## config.mk

```make
export PLATFORM = sky130hd
export DESIGN_NAME = tlb_fa_dirty
export DESIGN_NICKNAME = d
export VERILOG_FILES = /design/src/rtl/tlb_pkg.sv /design/src/rtl/tlb_match.sv /design/src/rtl/tlb_victim.sv /design/src/rtl/tlb_fa_dirty.sv
export SDC_FILE = /design/constraint.sdc
export NUM_CORES = 2
export LEC_CHECK = 0
export BUFFER_PORTS_ARGS = -buffer_cell sky130_fd_sc_hd__buf_2
export CORE_ASPECT_RATIO = 2
export CORE_MARGIN = 1
export CORE_UTILIZATION = 35
export DETAILED_ROUTE_END_ITERATION = 7
export PLACE_DENSITY_LB_ADDON = 0.08
export SYNTH_ARGS = -nofsm -noshare
export SYNTH_HDL_FRONTEND = slang
export SYNTH_SLANG_ARGS = --single-unit
```

## constraint.sdc

```tcl
create_clock -name clk -period 14.7 [get_ports clk]
set_clock_uncertainty 0.15 [all_clocks]
set_input_delay 2.205 -clock clk [delete_from_list [all_inputs] [get_ports clk]]
set_output_delay 2.205 -clock clk [all_outputs]
set_load 0.02 [all_outputs]
```

## src/rtl/tlb_pkg.sv

```systemverilog
package tlb_pkg;
    typedef enum logic [1:0] {
        ACC_READ  = 2'd0,
        ACC_WRITE = 2'd1,
        ACC_EXEC  = 2'd2
    } acc_e;

    typedef enum logic [1:0] {
        ST_READY = 2'd0,
        ST_SCAN  = 2'd1,
        ST_CLEAR = 2'd2
    } tlb_state_e;
endpackage

```

## src/rtl/tlb_match.sv

```systemverilog
module tlb_match #(
    parameter int ENTRIES = 32,
    parameter int VPN_W   = 20,
    localparam int IDX_W  = $clog2(ENTRIES)
) (
    input  logic [VPN_W-1:0] vpn,
    input  logic             valid_vec [ENTRIES],
    input  logic [VPN_W-1:0] tags      [ENTRIES],
    output logic             any,
    output logic [IDX_W-1:0] idx
);
    logic [ENTRIES-1:0] eq;

    genvar g;
    generate
        for (g = 0; g < ENTRIES; g++) begin : g_cmp
            assign eq[g] = valid_vec[g] && (tags[g] == vpn);
        end
    endgenerate

    // lowest index wins: scan downward so the last write is the smallest index
    always_comb begin
        any = 1'b0;
        idx = '0;
        for (int i = ENTRIES - 1; i >= 0; i--) begin
            if (eq[i]) begin
                any = 1'b1;
                idx = IDX_W'(i);
            end
        end
    end
endmodule

```

## src/rtl/tlb_victim.sv

```systemverilog
module tlb_victim #(
    parameter int ENTRIES = 32,
    localparam int IDX_W  = $clog2(ENTRIES)
) (
    input  logic             valid_vec [ENTRIES],
    input  logic [IDX_W-1:0] ages      [ENTRIES],
    output logic [IDX_W-1:0] idx
);
    logic             have_free;
    logic [IDX_W-1:0] free_idx;
    logic [IDX_W-1:0] old_idx;

    always_comb begin
        have_free = 1'b0;
        free_idx  = '0;
        old_idx   = '0;
        for (int i = ENTRIES - 1; i >= 0; i--) begin
            if (!valid_vec[i]) begin
                have_free = 1'b1;
                free_idx  = IDX_W'(i);
            end
            if (ages[i] == IDX_W'(ENTRIES - 1)) begin
                old_idx = IDX_W'(i);
            end
        end
        idx = have_free ? free_idx : old_idx;
    end
endmodule

```

## src/rtl/tlb_fa_dirty.sv

```systemverilog
module tlb_fa_dirty
    import tlb_pkg::*;
#(
    parameter int ENTRIES = 32,
    parameter int VA_W    = 32,
    parameter int OFF_W   = 12,
    parameter int PPN_W   = 20,
    localparam int VPN_W  = VA_W - OFF_W,
    localparam int PA_W   = PPN_W + OFF_W,
    localparam int IDX_W  = $clog2(ENTRIES)
) (
    input  logic             clk,
    input  logic             rst_n,
    input  logic             lk_valid,
    input  logic [VA_W-1:0]  lk_vaddr,
    input  logic [1:0]       lk_acc,
    output logic             lk_hit,
    output logic             lk_miss,
    output logic             lk_fault,
    output logic [PA_W-1:0]  lk_paddr,
    input  logic             rf_valid,
    input  logic [VPN_W-1:0] rf_vpn,
    input  logic [PPN_W-1:0] rf_ppn,
    input  logic             rf_r,
    input  logic             rf_w,
    input  logic             rf_x,
    input  logic             flush,
    output logic             ready,
    output logic             wb_valid,
    output logic [VPN_W-1:0] wb_vpn,
    output logic [PPN_W-1:0] wb_ppn,
    output logic             wb_dirty
);
    tlb_state_e       state_q, state_d;
    logic [IDX_W-1:0] scan_q, scan_d;

    logic             valid_q [ENTRIES];
    logic             dirty_q [ENTRIES];
    logic             rd_q    [ENTRIES];
    logic             wr_q    [ENTRIES];
    logic             ex_q    [ENTRIES];
    logic [VPN_W-1:0] tag_q   [ENTRIES];
    logic [PPN_W-1:0] ppn_q   [ENTRIES];
    logic [IDX_W-1:0] age_q   [ENTRIES];

    logic             wb_valid_q, wb_dirty_q;
    logic [VPN_W-1:0] wb_vpn_q;
    logic [PPN_W-1:0] wb_ppn_q;

    logic             m_any;
    logic [IDX_W-1:0] m_idx, v_idx;
    logic             perm_ok, rf_accept, lk_update, touch_en;
    logic [IDX_W-1:0] touch_idx;

    tlb_match #(.ENTRIES(ENTRIES), .VPN_W(VPN_W)) u_match (
        .vpn(lk_vaddr[VA_W-1:OFF_W]), .valid_vec(valid_q), .tags(tag_q),
        .any(m_any), .idx(m_idx)
    );

    tlb_victim #(.ENTRIES(ENTRIES)) u_victim (
        .valid_vec(valid_q), .ages(age_q), .idx(v_idx)
    );

    // state register process
    always_ff @(posedge clk) begin
        if (!rst_n) begin
            state_q <= ST_READY;
            scan_q  <= '0;
        end else begin
            state_q <= state_d;
            scan_q  <= scan_d;
        end
    end

    always_comb begin
        state_d = state_q;
        scan_d  = scan_q;
        unique case (state_q)
            ST_READY: begin
                scan_d = '0;
                if (flush) state_d = ST_SCAN;
            end
            ST_SCAN: begin
                scan_d = scan_q + 1'b1;
                if (scan_q == IDX_W'(ENTRIES - 1)) state_d = ST_CLEAR;
            end
            ST_CLEAR: state_d = ST_READY;
            default:  state_d = ST_READY;
        endcase
    end

    // output process
    always_comb begin
        ready = (state_q == ST_READY);
        unique case (acc_e'(lk_acc))
            ACC_READ:  perm_ok = rd_q[m_idx];
            ACC_WRITE: perm_ok = wr_q[m_idx];
            ACC_EXEC:  perm_ok = ex_q[m_idx];
            default:   perm_ok = 1'b0;
        endcase
        lk_hit   = ready && lk_valid && m_any && perm_ok;
        lk_fault = ready && lk_valid && m_any && !perm_ok;
        lk_miss  = ready && lk_valid && !m_any;
        lk_paddr = lk_hit ? {ppn_q[m_idx], lk_vaddr[OFF_W-1:0]} : '0;
        wb_valid = wb_valid_q;
        wb_vpn   = wb_vpn_q;
        wb_ppn   = wb_ppn_q;
        wb_dirty = wb_dirty_q;
    end

    assign rf_accept = ready && rf_valid && !flush;
    assign lk_update = lk_hit && !rf_accept;
    assign touch_en  = rf_accept || lk_update;
    assign touch_idx = rf_accept ? v_idx : m_idx;

    always_ff @(posedge clk) begin
        if (!rst_n) begin
            for (int i = 0; i < ENTRIES; i++) begin
                valid_q[i] <= 1'b0;
                dirty_q[i] <= 1'b0;
                rd_q[i]    <= 1'b0;
                wr_q[i]    <= 1'b0;
                ex_q[i]    <= 1'b0;
                tag_q[i]   <= '0;
                ppn_q[i]   <= '0;
                age_q[i]   <= IDX_W'(i);
            end
            wb_valid_q <= 1'b0;
            wb_dirty_q <= 1'b0;
            wb_vpn_q   <= '0;
            wb_ppn_q   <= '0;
        end else begin
            wb_valid_q <= 1'b0;
            if (touch_en) begin
                for (int i = 0; i < ENTRIES; i++) begin
                    if (IDX_W'(i) == touch_idx) age_q[i] <= '0;
                    else if (age_q[i] < age_q[touch_idx]) age_q[i] <= age_q[i] + 1'b1;
                end
            end
            if (lk_update && acc_e'(lk_acc) == ACC_WRITE) dirty_q[m_idx] <= 1'b1;
            if (rf_accept) begin
                if (valid_q[v_idx] && dirty_q[v_idx]) begin
                    wb_valid_q <= 1'b1;
                    wb_dirty_q <= 1'b1;
                    wb_vpn_q   <= tag_q[v_idx];
                    wb_ppn_q   <= ppn_q[v_idx];
                end
                valid_q[v_idx] <= 1'b1;
                dirty_q[v_idx] <= 1'b0;
                rd_q[v_idx]    <= rf_r;
                wr_q[v_idx]    <= rf_w;
                ex_q[v_idx]    <= rf_x;
                tag_q[v_idx]   <= rf_vpn;
                ppn_q[v_idx]   <= rf_ppn;
            end
            if (state_q == ST_SCAN && valid_q[scan_q] && dirty_q[scan_q]) begin
                wb_valid_q <= 1'b1;
                wb_dirty_q <= 1'b1;
                wb_vpn_q   <= tag_q[scan_q];
                wb_ppn_q   <= ppn_q[scan_q];
            end
            if (state_q == ST_CLEAR) begin
                for (int i = 0; i < ENTRIES; i++) begin
                    valid_q[i] <= 1'b0;
                    dirty_q[i] <= 1'b0;
                end
            end
        end
    end


    resp_exclusive_chk: assert property (@(posedge clk) disable iff (!rst_n)
        $onehot0({lk_hit, lk_miss, lk_fault}));


    busy_quiet_chk: assert property (@(posedge clk) disable iff (!rst_n)
        !ready |-> !(lk_hit || lk_miss || lk_fault));


    offset_pass_chk: assert property (@(posedge clk) disable iff (!rst_n)
        lk_hit |-> lk_paddr[OFF_W-1:0] == lk_vaddr[OFF_W-1:0]);


    write_dirty_chk: assert property (@(posedge clk) disable iff (!rst_n)
        (lk_hit && lk_acc == 2'd1 && !rf_accept) |=> dirty_q[$past(m_idx)]);


    flush_enter_chk: assert property (@(posedge clk) disable iff (!rst_n)
        (state_q == ST_READY && flush) |=> state_q == ST_SCAN);


    flush_done_chk: assert property (@(posedge clk) disable iff (!rst_n)
        (state_q == ST_CLEAR) |=> (state_q == ST_READY && !valid_q[0] && !valid_q[ENTRIES-1]));
endmodule

```

==> reports/metrics.csv <==
metric;value;unit
status;finished, violations left;
violations;design-rule violations, max-capacitance violations, max-slew violations;
r2r-end;age_q[48];
grt-ovfl-total;0;
synth_area;0.1060;mm²
ys_warn_count;0;
post_drt_wl_per_cell;47.25;µm
layout.cells.most_common;nand2_1;
synth.top_cell.area_share;18.88;%
syn-num-nets;11171;
core_area;0.3010;mm²
vias;100996;
initial_core_util;35.20;%
ys_top_cells_by_area;dfxtp_1, edfxtp_1, mux4_2;
reg2reg_from;valid_q[22];
grt_antenna_before_repair;108;
final-hold-violation-count;0;
peakVddDrop;0.0001027;V
cts_setup_buffers;0;
fp.dieArea;0.3051;mm²
hpwl;493800;µm
cts_sinks;1654;
cts_buffers;182;
clk-insertion-delay-late;0.96;ns
grtUsageTotal;44.81;%
ys_seq_area_share;37.44;%
cpMostUsedCell;buf_4;
cp_cell_sequence;buf_2 -> buf_4 -> xor2_1 -> nor4b_1 -> nand3_1 -> nor4_1 -> a221o_1 -> a31oi_1 -> o211ai_1 -> a21boi_1 -> nor2_4 -> buf_4 -> buf_12 -> mux2i_1 -> nand2_1 -> a31o_2 -> o211ai_1 -> a21oi_1 -> buf_4 -> buf_2;
grt_use_met1;43.36;%
gp_congestion;1.040;
routed_wl;701500;µm
grtUsageMet2;73.29;%
setup_slack;1.015;ns
ys_seq_elements;1654;
die_h;780.1;µm
drt_iter0_markers;12266;
cts_tree;yes;
synth_cells;10895;
layout-drive-gt1-share;15.67;%
critPathLaunch;lk_vaddr[17];
hold_end;ex_q[7];
io_pins;160;
yosysUniqueCellTypes;110;
antenna_left;0;
finalSetupViolations;0;
synth_edf_count;655;
cp.arrival;11.33;ns
period_minus_slack;13.68;ns
gr-usage-met3;10.01;%
r2r_slack;5.22;ns
min_delay_path_depth;2;
instances_no_fill;14845;
cts_root_buffer;clkbuf_16;
maxCapViolCount;4;
p_comb_share;11.5;%
finalSetupTns;0;ns
first_pass_iters;8;
worst_path_max_delay_cell;o211ai_1;
total_power;11.28;mW
p_clk_share;44.5;%
synthXorXnorAreaFrac;5.385;%
worstPathMaxFanout;78;
synthAdderAreaFrac;2.291;%
relSlewSlack;-10.35;%
h-tree-depth;4;
post-route-util;39.06;%
min-delay-start;ex_q[7];
critical_path_class;in -> out;
netSwitchingPower;3.239;mW
ys_async_sr_fraction;0;%
syn-mean-instance-area;9.725;µm²
grt_pass1_vias;97399;
clock_path_buffers;4;
dp_slack;1.644;ns
ff2ff_path_depth;21;
grt_first_pass_wirelength;916200;µm
rows;285;
final_cell_mix;nand2_1, dfxtp_1, a21oi_1;
fin_hold_ws;0.3083;ns
portBuffers;159;
rsz0062_at_grt;no;
p_int;8.040;mW
ctsResizeCount;0;
grt_max_degree;200;
fin_crit_sh;93.09;%
sequentialPowerShare;44.0;%
synth-simple-area-share;18.94;%
swShare;28.72;%
p_leak;41.84;nW
synth_compound_area_share;13.43;%
die_w;391.1;µm
ys.flop_type;dfxtp_1;
drc;3;
fin_area;0.1176;mm²
endpoint_kind;output port;
vias_per_cell;6.803;
clkTransAtPathRegs;0.06;ns
tightest_slew;1.648;ns
hold_buffers;0;
crit_required;12.35;ns
synth.mux.area_fraction;18.01;%
crit_path_max_incr_delay;1.26;ns
placed_area;0.1111;mm²
hold_path.class;reg -> reg;
cp-start-kind;input port;
placedCellCount;14407;
area_growth;10.96;%
yosysTopAreaCell;dfxtp_1;
top_usage_layer;met2;
final_max_slew_viol_count;30;
synth_top_family_by_area;simple AND/OR/NAND/NOR gates;
powerDensity;95.95;mW/mm²
timing.fmax;73.07;MHz
nets;10850;
## layout make-up
| cell class | count | area (µm²) |
|---|---|---|
| fill | 30010 | 183400 |
| inverter | 76 | 292.8 |
| clock buffer | 252 | 5294 |
| antenna | 115 | 287.8 |
| multi-input combinational | 8135 | 62260 |
| timing repair buffer | 525 | 3859 |
| tap | 4018 | 5027 |
| sequential | 1654 | 39700 |
| clock inverter | 70 | 840.8 |
## worst max-delay path by stage
stage / to / slack (ns) / cells after the start
2_1_floorplan: age_q[48] / 5.62 / 27
3_3_place_gp: lk_paddr[29] / 1.55 / 21
3_5_place_dp: lk_paddr[29] / 1.64 / 20
4_1_cts: lk_paddr[29] / 1.62 / 20
5_1_grt: lk_paddr[31] / 1.55 / 20
6_report: lk_paddr[31] / 1.02 / 20
## state kept, by name, summed over array words and instances (netlist names), named ones only
signal	count
age_q	160
dirty_q	32
ex_q	32
ppn_q	640
rd_q	32
scan_q	5
state_q	2
tag_q	640
valid_q	32
wb_dirty	1
wb_ppn	20
wb_valid	1
wb_vpn	20
wr_q	32
## power groups by stage
stage	logic (mW)	registers, mW	clock network [mW]
floorplan	0.732	5.01	0
global placement	1.26	5.05	0
detailed placement	1.26	5.06	0
CTS	1.26	4.95	5.05
global route	1.32	4.97	5.19
finish	1.30	4.96	5.02
## cell usage after synthesis (140+ instances only)
cell,number
a211oi_1,174
a21oi_1,786
a22o_1,260
and2_1,330
and3_1,540
clkbuf_1,793
dfxtp_1,999
edfxtp_1,655
ha_1,194
mux2i_1,439
mux4_2,648
nand2_1,1811
nand3_1,326
nand4_1,296
nor2_1,380
xnor2_1,491
xor2_1,140
## logic make-up (layout without fill, tap and decap cells)
| group | count (synthesis) | count (layout) |
|---|---|---|
| multiplexers | 1095 | 1095 |
| adder cells (fa/ha/maj) | 194 | 194 |
| buffers and inverters | 1106 | 923 |
| AO/OA/AOI/OAI | 2105 | 2105 |
| AND/OR/NAND/NOR | 4099 | 4099 |
| XOR/XNOR | 642 | 642 |
| other | 0 | 115 |
| flip-flops | 1654 | 1654 |
## worst max-delay path, delay by kind of cell
kind,cells,cell delay (ns)
AOI/OAI and AO/OA,7,3.61
buffers and inverters,6,3.13
and+or+nand+nor,5,1.51
muxes,1,0.28
xor gates and xnor gates,1,0.15
## per-layer routing
layer  vias to the layer above  wire length [µm]  part of all wire [%]
met4                        36             99160                    14
li1                      40171                 -                     -
met5                         -               241                 0.034
met2                      6847            330700                    47
met3                      2737             55740                   7.9
met1                     51205            215600                    31
Power figures use the tool's default switching activity.
